## config.mk

```make
export PLATFORM = sky130hd
export DESIGN_NAME = tri_sync_gen
export DESIGN_NICKNAME = d
export VERILOG_FILES = /design/src/rtl/tri_sync_pkg.sv /design/src/rtl/tri_sync_ctrl.sv /design/src/rtl/tri_sync_dp.sv /design/src/rtl/tri_sync_gen.sv
export SDC_FILE = /design/constraint.sdc
export NUM_CORES = 1
export LEC_CHECK = 0
export BUFFER_PORTS_ARGS = -buffer_cell sky130_fd_sc_hd__clkbuf_2
export CAP_MARGIN = 20
export CORE_UTILIZATION = 60
export CTS_CLUSTER_SIZE = 10
export DETAILED_ROUTE_END_ITERATION = 16
export GPL_ROUTABILITY_DRIVEN = 1
export PLACE_DENSITY = 0.89
export SYNTH_ARGS = -nofsm -noshare
export SYNTH_HDL_FRONTEND = slang
export SYNTH_HIERARCHICAL = 1
export SYNTH_SLANG_ARGS = --single-unit
```

## constraint.sdc

```tcl
create_clock -name clk -period 3.25 [get_ports clk]
set_input_delay 0 -clock clk [delete_from_list [all_inputs] [get_ports clk]]
set_output_delay 0 -clock clk [all_outputs]
set_load 0.03 [all_outputs]
```

## src/rtl/tri_sync_pkg.sv

```systemverilog
package tri_sync_pkg;

  // Strobes passed from the control module to the datapath each cycle.
  typedef struct packed {
    logic cntRun;      // internal counter may advance
    logic extFire;     // qualified external edge this cycle
    logic softFire;    // qualified software strobe this cycle
    logic termFreeze;  // terminal registers must hold
  } syncStrb_t;

endpackage

```

## src/rtl/tri_sync_ctrl.sv

```systemverilog
module tri_sync_ctrl
  import tri_sync_pkg::*;
#(
  parameter int EXT_CDC    = 1,
  parameter int TERM_WORDS = 2
) (
  input  logic                  clk,
  input  logic                  rstN,
  input  logic                  engineEn,
  input  logic                  intEn,
  input  logic                  extEn,
  input  logic                  softEn,
  input  logic                  softWrite,
  input  logic                  extIn,
  input  logic [TERM_WORDS-1:0] termLoad,
  output syncStrb_t             strb,
  output logic [TERM_WORDS-1:0] termWe
);

  logic extSeen;
  logic extPrev;
  logic extRise;

  // Optional two-stage synchronizer in front of the edge detector.
  generate
    if (EXT_CDC != 0) begin : g_cdc
      logic [1:0] metaQ;
      always_ff @(posedge clk) begin
        if (!rstN) metaQ <= '0;
        else       metaQ <= {metaQ[0], extIn};
      end
      assign extSeen = metaQ[1];
    end else begin : g_direct
      assign extSeen = extIn;
    end
  endgenerate

  // The edge history tracks the input even while the source is disabled,
  // so enabling during a high level does not look like an edge.
  always_ff @(posedge clk) begin
    if (!rstN) extPrev <= 1'b0;
    else       extPrev <= extSeen;
  end

  assign extRise = extSeen & ~extPrev;

  always_comb begin
    strb            = '0;
    strb.cntRun     = intEn;
    strb.extFire    = extEn & extRise;
    strb.softFire   = softEn & softWrite;
    strb.termFreeze = engineEn;
    termWe          = engineEn ? '0 : termLoad;
  end


  ext_single_chk: assert property (@(posedge clk) disable iff (!rstN)
    strb.extFire |=> !strb.extFire);

endmodule

```

## src/rtl/tri_sync_dp.sv

```systemverilog
module tri_sync_dp
  import tri_sync_pkg::*;
#(
  parameter int WORD_W     = 32,
  parameter int TERM_WORDS = 2,
  parameter logic [WORD_W*TERM_WORDS-1:0] TERM_INIT = 999
) (
  input  logic                  clk,
  input  logic                  rstN,
  input  syncStrb_t             strb,
  input  logic [TERM_WORDS-1:0] termWe,
  input  logic [WORD_W-1:0]     termWord,
  output logic                  syncPulse
);

  localparam int CNT_W = WORD_W * TERM_WORDS;
  localparam logic [CNT_W-1:0] CNT_ONE = 1;

  logic [TERM_WORDS-1:0][WORD_W-1:0] termReg;
  logic [CNT_W-1:0]                  termFlat;
  logic [CNT_W-1:0]                  cnt;
  logic                              intHit;

  // One load-enabled register per terminal word.
  generate
    for (genvar w = 0; w < TERM_WORDS; w++) begin : g_term
      always_ff @(posedge clk) begin
        if (!rstN)          termReg[w] <= TERM_INIT[w*WORD_W +: WORD_W];
        else if (termWe[w]) termReg[w] <= termWord;
      end
    end
  endgenerate

  assign termFlat = termReg;

  // Magnitude compare so a terminal lowered under the count still restarts.
  assign intHit = strb.cntRun && (cnt >= termFlat);

  always_ff @(posedge clk) begin
    if (!rstN)                      cnt <= '0;
    else if (!strb.cntRun || intHit) cnt <= '0;
    else                            cnt <= cnt + CNT_ONE;
  end

  always_ff @(posedge clk) begin
    if (!rstN) syncPulse <= 1'b0;
    else       syncPulse <= intHit | strb.extFire | strb.softFire;
  end


  cnt_idle_chk: assert property (@(posedge clk) disable iff (!rstN)
    !strb.cntRun |=> (cnt == '0));


  term_hold_chk: assert property (@(posedge clk) disable iff (!rstN)
    strb.termFreeze |=> $stable(termFlat));


  soft_fire_chk: assert property (@(posedge clk) disable iff (!rstN)
    strb.softFire |=> syncPulse);


  pulse_src_chk: assert property (@(posedge clk) disable iff (!rstN)
    syncPulse |-> $past(intHit || strb.extFire || strb.softFire));

endmodule

```

## src/rtl/tri_sync_gen.sv

```systemverilog
module tri_sync_gen
  import tri_sync_pkg::*;
#(
  parameter int WORD_W     = 32,
  parameter int TERM_WORDS = 2,
  parameter int EXT_CDC    = 1,
  parameter logic [WORD_W*TERM_WORDS-1:0] TERM_INIT = 999
) (
  input  logic                  clk,
  input  logic                  rstN,
  input  logic                  engineEn,
  input  logic                  intEn,
  input  logic                  extEn,
  input  logic                  softEn,
  input  logic                  softWrite,
  input  logic [TERM_WORDS-1:0] termLoad,
  input  logic [WORD_W-1:0]     termWord,
  input  logic                  extIn,
  output logic                  syncPulse,
  output logic                  syncOut
);

  syncStrb_t             strb;
  logic [TERM_WORDS-1:0] termWe;

  tri_sync_ctrl #(
    .EXT_CDC    (EXT_CDC),
    .TERM_WORDS (TERM_WORDS)
  ) u_ctrl (
    .clk       (clk),
    .rstN      (rstN),
    .engineEn  (engineEn),
    .intEn     (intEn),
    .extEn     (extEn),
    .softEn    (softEn),
    .softWrite (softWrite),
    .extIn     (extIn),
    .termLoad  (termLoad),
    .strb      (strb),
    .termWe    (termWe)
  );

  tri_sync_dp #(
    .WORD_W     (WORD_W),
    .TERM_WORDS (TERM_WORDS),
    .TERM_INIT  (TERM_INIT)
  ) u_dp (
    .clk       (clk),
    .rstN      (rstN),
    .strb      (strb),
    .termWe    (termWe),
    .termWord  (termWord),
    .syncPulse (syncPulse)
  );

  assign syncOut = syncPulse;


  rst_quiet_chk: assert property (@(posedge clk)
    !rstN |=> !syncPulse);

endmodule

```

==> metrics.cfg <==
[finish]
post-route-util_pct = 74.52
design_area_um2 = 8220
area.sequential_um2 = 2643
mostFrequentLayoutCells = 132 x dfxtp_1, 90 x nor2_1, 74 x inv_1, 65 x ha_1, 57 x mux2i_1
diodes = 0
fillCellCount = 715
multi_input_area_um2 = 3871
syn_to_final_growth_pct = 18.98
final_common_cell = dfxtp_1
layout-drive-gt1-share_pct = 10.57
fin_nets = 964

[place]
pre_cts_ws_ns = 0.1847
port_buffers = 43
place_congestion = 0.7862
postPlaceCellArea_um2 = 7268
dp_hpwl_um = 10110

[grt]
grt_use_total_pct = 28.30
antenna_found_initial = 0
grt_max_degree = 69
grt-ovfl-total = 0
grt_pass1_vias = 5597
grt_pass1_wl_um = 25950

[floorplan]
core_um2 = 11030
dieHeight_um = 109.3
io_pins = 44
start_util_pct = 62.64
dieWidth_um = 109.3
row_count = 38
dieArea_um2 = 11950

[cts]
cts_tree = yes
clock_latency_ns = 0.41
htree_levels = 4
cts-root-buf = clkbuf_16
clock_sinks = 132
clk_pin_slew_worst_paths_ns = 0.05
cts_buffers = 17
clk_path_buf_depth = 2

[power_and_ir_drop]
pwr_density_cell_nw_per_um2 = 470.4
power_leakage_nw = 3.297
irDropWorstVdd_mv = 0.5024

[routing]
highest_layer = met4
dr.pass1.iters = 8
drt_wl_total_um = 15660
wl_met3_um = 889
first_iter_violations = 365
postRouteAntennaNets = 0
wl_met2_um = 7704
viasPerCell = 5.566
wl_per_cell_um = 15.50
met1_length_um = 6760
drc_errors = 0
dr_total_vias = 5622

[yosys]
syn_inst = 777
syn_nets = 884
ys_warn_count = 6
syn_area_um2 = 6909
postSynthAreaPerCell_um2 = 8.892

[worst_setup_path]
crit_buf_inv = 1
crit_path_max_fanout = 46
slowest_delay_ns = 0.54
slowest_stage = a2111oi_1
cp_data_arrival_time_ns = 3.34
crit_path_cell_trace = ha_1 > and4_1 > nand2_1 > a2111oi_1 > nor4bb_1 > o31ai_1 > a311o_2 > buf_12 > nor2_1
crit_required_ns = 3.54
critPathCaptureType = flop
cp-start-kind = flop
path_class = reg2reg
path_delay_family = compound AO/OA/AOI/OAI gates

[sta]
period_share_pct = 93.68
worst_pin_slew_ns = 0.7659
grt_setup_unrepaired = no
fin_ws_ns = 0.2053
setup_tns_ns = 0
slew_headroom_pct = 48.83
period_needed_ns = 3.045
slew_viol_final = 0
setup_viol = 0
max_freq_mhz = 328.4
finalClockSkew_ns = 0.007101
hold_viol_final = 0

[run]
cap_violations = 0

[hold_path]
hp-class = in2reg

[status]
outcome = finished clean

worst paths after layout:
kind / end / from / slack [ns] / cells after the start
max: u_dp/cnt[28] / u_dp/cnt[15] / 0.21 / 9
min reg2reg: u_ctrl/g_cdc.metaQ[1] / u_ctrl/g_cdc.metaQ[0] / 0.43 / 1
max reg2reg: u_dp/cnt[28] / u_dp/cnt[15] / 0.21 / 9
min: u_dp/syncPulse / extEn / 0.07 / 4
what timing repair did:
action | CTS | global route
setup buffers | 0 | 0
hold endpoints to repair | 66 | 0
resized for setup | 0 | 1
hold buffers | 37 | 0
endpoints found under the setup margin | 0 | 64
power breakdown:
| part | internal [mW] | total (mW) | switching (mW) |
|---|---|---|---|
| registers | 1.66 | 1.69 | 0.0229 |
| logic | 0.148 | 0.306 | 0.158 |
| clock network | 1.18 | 1.88 | 0.692 |
sequential cells by signal, summed over array words and instances (netlist names):
signal and cells:
u_dp/cnt 64, u_ctrl/g_cdc.metaQ 2, u_dp/termFlat 64, u_dp/syncPulse 1, u_ctrl/extPrev 1
layout make-up:
type	instances	area share (%)
multi-input cells	542	47.09
flip-flops and latches	132	32.15
repair buffers	90	8.189
clock buffers	23	5.814
inverters	74	3.379
well taps	140	2.131
clock inverters	9	1.248
per-stage QoR:
stage               power [mW]  hold WS (ns)  std cells
floorplan                1.898        0.1217        777
global placement         1.973        0.2008        941
detailed placement       1.983        0.2109        941
CTS                      3.875       0.02617       1010
global route             4.003       0.08184       1010
finish                   3.867       0.07157       1010
worst reg2reg max path, cell delays in order, from the launching register on:
cell and delay, ns:
dfxtp_1 0.35, ha_1 0.33, and4_1 0.26, nand2_1 0.11, a2111oi_1 0.54, nor4bb_1 0.19
o31ai_1 0.48, a311o_2 0.32, buf_12 0.24, nor2_1 0.10
routing by layer:
layer | track usage (%) | vias up
met1 | 33.66 | 2621
li1 | - | 2768
met2 | 48.07 | 199
met5 | 0 | -
met4 | 10.76 | 0
met3 | 8.358 | 34
No activity file was read; power rests on OpenSTA's default activity.
